<file path="config.mk">
export PLATFORM = sky130hd
export DESIGN_NAME = pkt_ready_tracker
export DESIGN_NICKNAME = d
export VERILOG_FILES = /design/src/rtl/pkt_trk_pkg.sv /design/src/rtl/pkt_mode_gate.sv /design/src/rtl/pkt_frame_check.sv /design/src/rtl/pkt_count_cell.sv /design/src/rtl/pkt_status_sel.sv /design/src/rtl/pkt_ready_tracker.sv
export SDC_FILE = /design/constraint.sdc
export NUM_CORES = 1
export LEC_CHECK = 0
export BUFFER_PORTS_ARGS = -buffer_cell sky130_fd_sc_hd__buf_4
export CAP_MARGIN = 20
export CORE_ASPECT_RATIO = 0.75
export CORE_UTILIZATION = 52
export CTS_CLUSTER_SIZE = 14
export DETAILED_ROUTE_END_ITERATION = 8
export GPL_TIMING_DRIVEN = 0
export PLACE_DENSITY = 0.87
export SYNTH_ARGS = -nofsm -noshare
export SYNTH_HDL_FRONTEND = slang
export SYNTH_SLANG_ARGS = --single-unit
export TNS_END_PERCENT = 20
</file>
<file path="constraint.sdc">
create_clock -name clk -period 3.6 [get_ports clk]
set_clock_uncertainty 0.1 [all_clocks]
set_input_delay 0.54 -clock clk [delete_from_list [all_inputs] [get_ports clk]]
set_output_delay 0.54 -clock clk [all_outputs]
set_load 0.1 [all_outputs]
</file>
<file path="src/rtl/pkt_trk_pkg.sv">
package pkt_trk_pkg;
    // Width codes of the FIFO's input and output buses.
    typedef enum logic [1:0] {
        BUS_W36 = 2'd0,
        BUS_W18 = 2'd1,
        BUS_W9  = 2'd2
    } bus_width_e;

    // Marker bits extracted from one word.
    typedef struct packed {
        logic sop;
        logic eop;
    } marks_t;
endpackage

</file>
<file path="src/rtl/pkt_mode_gate.sv">
// Decides whether packet tracking is active.
// Assumes the width codes follow pkt_trk_pkg::bus_width_e.
module pkt_mode_gate
    import pkt_trk_pkg::*;
(
    input  logic       mode_req,
    input  logic [1:0] wr_bus_w,
    input  logic [1:0] rd_bus_w,
    output logic       active
);
    // Tracking is only legal when both ports run at full width.
    always_comb begin
        active = mode_req &&
                 (wr_bus_w == BUS_W36) &&
                 (rd_bus_w == BUS_W36);
    end
endmodule

</file>
<file path="src/rtl/pkt_frame_check.sv">
// Checks the write-side framing of one queue and latches a sticky error.
// It tracks whether a packet is open and how many words it has so far,
// saturating at MIN_WORDS-1.
// Assumes MIN_WORDS >= 2. clear has priority over everything except reset.
module pkt_frame_check #(
    parameter int MIN_WORDS = 4
) (
    input  logic clk,
    input  logic rst_n,
    input  logic clear,
    input  logic enable,
    input  logic wr_hit,
    input  logic sop,
    input  logic eop,
    output logic err
);
    localparam int LEN_W = (MIN_WORDS > 2) ? $clog2(MIN_WORDS) : 1;
    localparam logic [LEN_W-1:0] LEN_TOP = LEN_W'(MIN_WORDS - 1);

    logic             open_q;
    logic [LEN_W-1:0] len_q;

    // Open-packet state, word count and the sticky error bit.
    always_ff @(posedge clk) begin
        if (!rst_n || clear) begin
            open_q <= 1'b0;
            len_q  <= '0;
            err    <= 1'b0;
        end else if (enable && wr_hit) begin
            if (sop) begin
                if (open_q || eop) err <= 1'b1;
                open_q <= !eop;
                len_q  <= eop ? '0 : LEN_W'(1);
            end else if (eop) begin
                if (!open_q || (len_q < LEN_TOP)) err <= 1'b1;
                open_q <= 1'b0;
                len_q  <= '0;
            end else if (open_q && (len_q != LEN_TOP)) begin
                len_q <= len_q + LEN_W'(1);
            end
        end
    end
endmodule

</file>
<file path="src/rtl/pkt_count_cell.sv">
// Stored-packet counter for one queue. It saturates at its maximum and
// stops at zero. A same-cycle increment and decrement cancel out.
// Assumes clear (partial reset) wins over inc/dec.
module pkt_count_cell #(
    parameter int CNT_W = 3
) (
    input  logic clk,
    input  logic rst_n,
    input  logic clear,
    input  logic enable,
    input  logic inc,
    input  logic dec,
    output logic nonzero
);
    localparam logic [CNT_W-1:0] CNT_MAX = {CNT_W{1'b1}};

    logic [CNT_W-1:0] cnt_q;

    // Counter update with saturation at the top and a floor at zero.
    always_ff @(posedge clk) begin
        if (!rst_n || clear) begin
            cnt_q <= '0;
        end else if (enable) begin
            if (inc && !dec && (cnt_q != CNT_MAX)) cnt_q <= cnt_q + CNT_W'(1);
            else if (dec && !inc && (cnt_q != '0)) cnt_q <= cnt_q - CNT_W'(1);
        end
    end

    // A queue is ready when at least one whole packet is stored.
    always_comb nonzero = (cnt_q != '0);
endmodule

</file>
<file path="src/rtl/pkt_status_sel.sv">
// Chooses between packet-ready status and the FIFO's almost-empty status.
// Assumes sel is below NUM_Q.
module pkt_status_sel #(
    parameter int NUM_Q   = 8,
    parameter int Q_SEL_W = 3
) (
    input  logic               active,
    input  logic [NUM_Q-1:0]   ready_vec,
    input  logic [Q_SEL_W-1:0] sel,
    input  logic [NUM_Q-1:0]   ae_vec,
    input  logic               ae_flag,
    output logic [NUM_Q-1:0]   out_vec,
    output logic               out_flag
);
    // Packet mode takes over both the status vector and the single flag.
    always_comb begin
        out_vec  = active ? ready_vec : ae_vec;
        out_flag = active ? ready_vec[sel] : ae_flag;
    end
endmodule

</file>
<file path="src/rtl/pkt_ready_tracker.sv">
// Top of the packet tracker. It decodes per-queue hits from the write,
// read and partial-reset strobes, and keeps one counter and one framing
// checker per queue. It then drives the ready status onto the reused
// almost-empty outputs.
// Assumes queue numbers are below NUM_Q and that the read side supplies
// the marker bits of every word it pops.
module pkt_ready_tracker
    import pkt_trk_pkg::*;
#(
    parameter int NUM_Q     = 8,
    parameter int Q_SEL_W   = $clog2(NUM_Q),
    parameter int WORD_W    = 36,
    parameter int SOP_POS   = 32,
    parameter int EOP_POS   = 33,
    parameter int CNT_W     = 3,
    parameter int MIN_WORDS = 4
) (
    input  logic               clk,
    input  logic               rst_n,
    input  logic               mode_req,
    input  logic [1:0]         wr_bus_w,
    input  logic [1:0]         rd_bus_w,
    input  logic               wr_en,
    input  logic [Q_SEL_W-1:0] wr_q,
    input  logic [WORD_W-1:0]  wr_word,
    input  logic               rd_en,
    input  logic [Q_SEL_W-1:0] rd_q,
    input  logic [WORD_W-1:0]  rd_word,
    input  logic               flush_en,
    input  logic [Q_SEL_W-1:0] flush_q,
    input  logic [Q_SEL_W-1:0] rd_sel_q,
    input  logic [NUM_Q-1:0]   ae_vec_in,
    input  logic               ae_flag_in,
    output logic               mode_active,
    output logic [NUM_Q-1:0]   status_vec,
    output logic               status_flag,
    output logic [NUM_Q-1:0]   err_vec
);
    marks_t           wr_mk;
    marks_t           rd_mk;
    logic [NUM_Q-1:0] ready_vec;

    // Pull the marker bits out of both word streams.
    always_comb begin
        wr_mk.sop = wr_word[SOP_POS];
        wr_mk.eop = wr_word[EOP_POS];
        rd_mk.sop = rd_word[SOP_POS];
        rd_mk.eop = rd_word[EOP_POS];
    end

    pkt_mode_gate u_gate (
        .mode_req (mode_req),
        .wr_bus_w (wr_bus_w),
        .rd_bus_w (rd_bus_w),
        .active   (mode_active)
    );

    for (genvar q = 0; q < NUM_Q; q++) begin : g_queue
        logic wr_hit;
        logic rd_hit;
        logic clr;

        // Per-queue address decode of the strobes.
        always_comb begin
            wr_hit = wr_en && (wr_q == Q_SEL_W'(q));
            rd_hit = rd_en && (rd_q == Q_SEL_W'(q));
            clr    = flush_en && (flush_q == Q_SEL_W'(q));
        end

        pkt_count_cell #(.CNT_W(CNT_W)) u_cnt (
            .clk     (clk),
            .rst_n   (rst_n),
            .clear   (clr),
            .enable  (mode_active),
            .inc     (wr_hit && wr_mk.eop),
            .dec     (rd_hit && rd_mk.eop),
            .nonzero (ready_vec[q])
        );

        pkt_frame_check #(.MIN_WORDS(MIN_WORDS)) u_frm (
            .clk    (clk),
            .rst_n  (rst_n),
            .clear  (clr),
            .enable (mode_active),
            .wr_hit (wr_hit),
            .sop    (wr_mk.sop),
            .eop    (wr_mk.eop),
            .err    (err_vec[q])
        );
    end

    pkt_status_sel #(.NUM_Q(NUM_Q), .Q_SEL_W(Q_SEL_W)) u_sel (
        .active    (mode_active),
        .ready_vec (ready_vec),
        .sel       (rd_sel_q),
        .ae_vec    (ae_vec_in),
        .ae_flag   (ae_flag_in),
        .out_vec   (status_vec),
        .out_flag  (status_flag)
    );
endmodule

</file>
==> Word-level counts from Yosys, hierarchy flattened <==
Cells that the tools add are included.
W data, S select, Z words.
{ "op_classes": {"n_reduce_logical": 210, "muxes": 79, "addsub": 24, "n_lt_le_gt_ge": 9, "n_eq_ne": 45} }
{ "op_table": {"columns": ["cell", "count"], "rows": [
  ["$logic_and A1 B1 Y1", 90],
  ["$mux W2", 24],
  ["$mux W3", 16],
  ["$reduce_and A2 Y1", 24],
  ["$reduce_bool A3 Y1", 16],
  ["$mux W1", 37],
  ["$eq A3 B3 Y1 const B", 12],
  ["$reduce_bool A2 Y1", 17],
  ["$reduce_and A4 Y1", 8],
  ["$logic_not A1 Y1", 26],
  ["$add A3 B1 Y3 const B", 8],
  ["$logic_or A1 B1 Y1", 24],
  ["$ne A3 B3 Y1 const B", 8],
  ["$sub A3 B1 Y3 const B", 8],
  ["$eq A3 B2 Y1 const B", 6],
  ["$add A2 B1 Y2 const B", 8],
  ["$lt A2 B2 Y1 const B", 8],
  ["$ne A2 B1 Y1 const B", 8],
  ["$ne A2 B2 Y1 const B", 8],
  ["$eq A3 B1 Y1 const B", 3],
  ["$logic_not A3 Y1", 3],
  ["$mux W8", 1],
  ["$logic_not A2 Y1", 2],
  ["$lt A3 B4 Y1 const B", 1],
  ["$bmux W1 S3", 1]
]} }
{ "word_totals": {"wordCells": 399, "register_bits": 56, "output_inout_bits": 18, "input_bits": 103} }

==> Logic depth before layout (Yosys ltp) <==
{ "depth": {"ltp_word": 8, "ltp_mapped": 9, "ltp_nobuf": 8} }

==> Modules after synthesis <==
Synthesis repeated with hierarchy kept, for this count alone.
{ "hier_totals": {"hier_cells": 437, "area_unflattened_um2": 3762.4} }
{ "by_module_without_submodules": {"columns": ["mod", "cells_each", "n_inst", "seq_area_each_um2", "area_each_um2"], "rows": [
  ["pkt_frame_check", 24, 8, 80.1, 219.0],
  ["pkt_count_cell at g_queue[3].u_cnt ...", 22, 5, 60.1, 201.4],
  ["pkt_count_cell at g_queue[0].u_cnt ...", 22, 3, 60.1, 192.7],
  ["pkt_ready_tracker", 50, 1, 0.0, 230.2],
  ["pkt_status_sel", 17, 1, 0.0, 182.7],
  ["pkt_mode_gate", 2, 1, 0.0, 12.5]
]} }

==> Worst setup path after synthesis <==
OpenSTA, ideal clock, no wires.
{ "synth_timing": {"kind": "in2out", "from": "input port rd_bus_w[1]", "to": "output port status_vec[3]", "arrival_ns": 3.478, "t_required_ns": 2.960, "setup_slack_ns": -0.518, "path_stages": 5, "n_path_buf": 2, "path_cell_list": "nor2_1 > nand2_2 > clkbuf_1 > clkbuf_1 > o21ai_0"} }
{ "synth_via": {"elab_chain_cells": 3} }
{ "synth_lines": {"columns": ["element", "line_no", "rtl"], "rows": [
  ["start, declared", "pkt_ready_tracker.sv:22", "input logic [1:0] rd_bus_w,"],
  ["$logic_not A2 Y1", "pkt_mode_gate.sv:15", "(rd_bus_w == BUS_W36);"],
  ["$logic_and A1 B1 Y1", "pkt_mode_gate.sv:14", "(wr_bus_w == BUS_W36) &&"],
  ["$mux W8", "pkt_status_sel.sv:17", "out_vec = active ? ready_vec : ae_vec;"],
  ["end, declared", "pkt_ready_tracker.sv:35", "output logic [NUM_Q-1:0] status_vec,"]
]} }
No other way between the ends.

==> Final worst setup path <==
{ "layout_timing": {"from": "input port rd_bus_w[1]", "to": "output port status_flag"} }
{ "layout_via": {"elab_chain_cells": 3} }
{ "layout_lines": {"columns": ["element", "line_no", "rtl"], "rows": [
  ["$logic_not A2 Y1", "pkt_mode_gate.sv:15", null],
  ["$logic_and A1 B1 Y1", "pkt_mode_gate.sv:14", null],
  ["$mux W1", "pkt_status_sel.sv:18", "out_flag = active ? ready_vec[sel] : ae_flag;"],
  ["end, declared", "pkt_ready_tracker.sv:36", "output logic status_flag,"]
]} }
No other way between the ends.

==> out/metrics.json <==
{
  "run_status": {"value": "complete, no violations"},
  "setup_repair_after_global_routing_missed_its_margin": {"value": "no"},
  "most_common_library_cells_after_synthesis": {"value": "sky130_fd_sc_hd__dfxtp_1, sky130_fd_sc_hd__nand2_1, sky130_fd_sc_hd__nor2_1"},
  "num_vias": {"value": 3819},
  "synth-main-ff-cell": {"value": "sky130_fd_sc_hd__dfxtp_1"},
  "cts-buffers-inserted": {"value": 5},
  "cp-start-kind": {"value": "primary input"},
  "post-cts-setup-buffer-count": {"value": 0},
  "antenna_found_initial": {"value": 0},
  "initial_cell_density_of_the_core": {"value": 54.46, "unit": "%"},
  "yosys.cell_count.top_type": {"value": "sky130_fd_sc_hd__dfxtp_1"},
  "cts_htree_levels": {"value": 2},
  "postLayoutCoreUtil": {"value": 63.10, "unit": "%"},
  "async_flop_share": {"value": 0, "unit": "%"},
  "fin_total_pwr": {"value": 0.001248, "unit": "W"},
  "synth_sequential_area_ratio": {"value": 29.85, "unit": "%"},
  "final.min_clock_period": {"value": 3.181, "unit": "ns"},
  "clockBufferDepth": {"value": 2},
  "criticalPathCategory": {"value": "primary input to output pin"},
  "finalSetupViolations": {"value": 0},
  "total_of_cells_resized_after_clock_tree_synthesis": {"value": 0},
  "synth.top_cells.by_area": {"value": "sky130_fd_sc_hd__dfxtp_1, sky130_fd_sc_hd__a21oi_1, sky130_fd_sc_hd__fa_1"},
  "grt_overflow_total": {"value": 0},
  "track_usage": {"value": 27.83, "unit": "%"},
  "route.antenna.remaining_nets": {"value": 0},
  "nets": {"value": 631},
  "grt_start_max_net_pins": {"value": 17},
  "syn_inst": {"value": 456},
  "antenna-diode-count": {"value": 0},
  "synth.distinct_cells": {"value": 65},
  "worst_hold_path.num_cells": {"value": 2},
  "worstHoldPathType": {"value": "flip-flop to flip-flop"},
  "postSynthNetCount": {"value": 575},
  "wire_per_inst": {"value": 16.55, "unit": "µm"},
  "timing_max_transition_violations_final": {"value": 0},
  "yosys_register_bits": {"value": 56},
  "endpoint_kind": {"value": "output pin"},
  "routed_via_density": {"value": 6.250},
  "static-leakage-power": {"value": 1.596, "unit": "nW"},
  "critical_path_peak_fanout": {"value": 10},
  "fin_tns_setup": {"value": 0, "unit": "ns"},
  "yosysTopAreaCellShare": {"value": 29.85, "unit": "%"},
  "number_of_global_route_vias_before_repair": {"value": 3461},
  "grt_pass1_wl": {"value": 16.43, "unit": "mm"},
  "tritoncts": {"value": "yes"},
  "postRouteWirelength": {"value": 10.11, "unit": "mm"},
  "cell_count_final_fillers_out": {"value": 611},
  "power_per_cell_area": {"value": 286.9, "unit": "nW/µm²"},
  "area_growth": {"value": 15.86, "unit": "%"},
  "ioPinCount": {"value": 121},
  "ctsRootBufferMaster": {"value": "sky130_fd_sc_hd__clkbuf_8"},
  "core_area": {"value": 6897, "unit": "µm²"},
  "place_ws": {"value": 0.4919, "unit": "ns"},
  "max_slew.worst_pin.slew": {"value": 1.033, "unit": "ns"},
  "die_height": {"value": 75.61, "unit": "µm"},
  "placed_cells_incl_taps": {"value": 602},
  "die_area": {"value": 7571, "unit": "µm²"},
  "min_period_over_period": {"value": 88.36, "unit": "%"},
  "max_freq": {"value": 314.4, "unit": "MHz"},
  "place_hpwl": {"value": 7.659, "unit": "mm"},
  "synthesis.area_per_instance": {"value": 8.237, "unit": "µm²"},
  "gpl.final_weighted_congestion": {"value": 0.9327},
  "cts_hold_buf": {"value": 0},
  "finalWorstSetupSlack": {"value": 0.4189, "unit": "ns"},
  "post_synth_instance_area": {"value": 3756, "unit": "µm²"},
  "clock_sinks": {"value": 56},
  "critical_path_required": {"value": 2.96, "unit": "ns"},
  "worst_hold_startpoint": {"value": "g_queue[1].u_frm.len_q[1]"},
  "detailedRoute.firstPassIterationCount": {"value": 5},
  "timing.max_cap.violations": {"value": 0},
  "drt_drc_violations_left": {"value": 0},
  "max_slew_margin": {"value": 30.53, "unit": "%"},
  "worst_setup_hold_path_clk_slew": {"value": 0.09, "unit": "ns"},
  "numPortBuffers": {"value": 48},
  "finalHoldViolCount": {"value": 0},
  "fp-row-count": {"value": 26},
  "regToRegStartpoint": {"value": "g_queue[3].u_cnt.cnt_q[1]"},
  "timing.reg2reg.worst_path_depth": {"value": 7},
  "share_of_final_layout_standard_cells_stronger_than_drive_strength_1": {"value": 20.08, "unit": "%"},
  "yosysWarnings": {"value": 0},
  "vdd.ir_drop.worst": {"value": 220.8, "unit": "µV"},
  "netlist.top_cell.by_area": {"value": "sky130_fd_sc_hd__dfxtp_1"},
  "worst_setup_path_startpoint": {"value": "rd_bus_w[1]"},
  "dr.first_iter.drc_count": {"value": 315},
  "worstSkewPairLatency": {"value": 0.32, "unit": "ns"},
  "crit_arrival": {"value": 2.54, "unit": "ns"},
  "synth_edf_count": {"value": 0},
  "chipWidth": {"value": 100.1, "unit": "µm"}
}
-- cells by family after synthesis --
| family | Yosys count | share of synthesized area (%) |
|---|---|---|
| xor+xnor | 2 | 0.4664 |
| simple gates | 195 | 30.71 |
| compound gates | 132 | 22.92 |
| flops | 56 | 29.85 |
| buf+inv | 42 | 5.563 |
| mux | 13 | 3.564 |
| fa+ha+maj | 16 | 6.929 |
-- path summary, 6_finish.rpt --
| check | endpoint | slack, ns |
|---|---|---|
| setup / recovery | status_flag | 0.42 |
| setup reg to reg | g_queue[3].u_cnt.cnt_q[2] | 1.17 |
| hold reg to reg | g_queue[1].u_frm.len_q[1] | 0.37 |
| hold / removal | g_queue[1].u_frm.len_q[1] | 0.37 |
-- power by group --
group          total (W)  switching [W]  internal, W
Clock           0.000419       0.000212     0.000207
Combinational   0.000209       0.000149    0.0000607
Sequential      0.000620    0.000000526     0.000619
Total            0.00125       0.000361     0.000887
-- critical path, stage by stage --
cell and delay, ns:
sky130_fd_sc_hd__buf_4 0.11, sky130_fd_sc_hd__nor2_1 0.41, sky130_fd_sc_hd__nand2_2 0.27, sky130_fd_sc_hd__inv_1 0.25, sky130_fd_sc_hd__buf_2 0.28, sky130_fd_sc_hd__o21ai_0 0.14
sky130_fd_sc_hd__o32a_1 0.30, sky130_fd_sc_hd__buf_4 0.23
-- flip-flops by register name (all words and copies together), names as in the netlist --
signal and count:
g_queue.u_cnt.cnt_q 24, g_queue.u_frm.err 8, g_queue.u_frm.len_q 16, g_queue.u_frm.open_q 8
-- through the flow --
step                      hold WS, ns  instance area, µm²
after floorplan                0.3356                3756
after global placement         0.3463                4239
after detailed placement       0.3523                4239
after CTS                      0.3656                4347
after global routing           0.3891                4352
final                          0.3654                4352
-- placed cells by master (no fill, tap or decap), drive strengths merged, types with 5 or more instances in the layout --
cell type / n
clkbuf: 17
nor2: 38
buf: 63
nor2b: 8
a221oi: 6
o21ai: 35
a31o: 6
nand3: 24
a21oi: 35
mux2i: 10
nor3: 14
fa: 8
nand2b: 9
or3: 9
a211oi: 7
nor3b: 5
dfxtp: 56
nand2: 40
a31oi: 15
nand4: 12
ha: 8
nand3b: 7
inv: 17
nor4: 10
and3: 5
-- per-layer routing --
layer  up-vias  routed length, µm  track usage (%)
met4         0                132            7.890
met1      1827               4321            36.62
met5         -                  0                0
met2       171               4749            46.35
met3        18                906            6.697
li1       1803                  -                -
-- area by class of cell --
cell class                      instances  area (µm²)
Fill cell                             586        2545
Multi-Input combinational cell        358        2426
Sequential cell                        56        1121
Timing Repair Buffer                   49       365.4
Buffer                                 25       145.1
Tap cell                               98       122.6
Clock buffer                            6       72.57
Inverter                               17       63.81
Clock inverter                          2       35.03
Note: power is estimated with default switching activity, not from simulation.
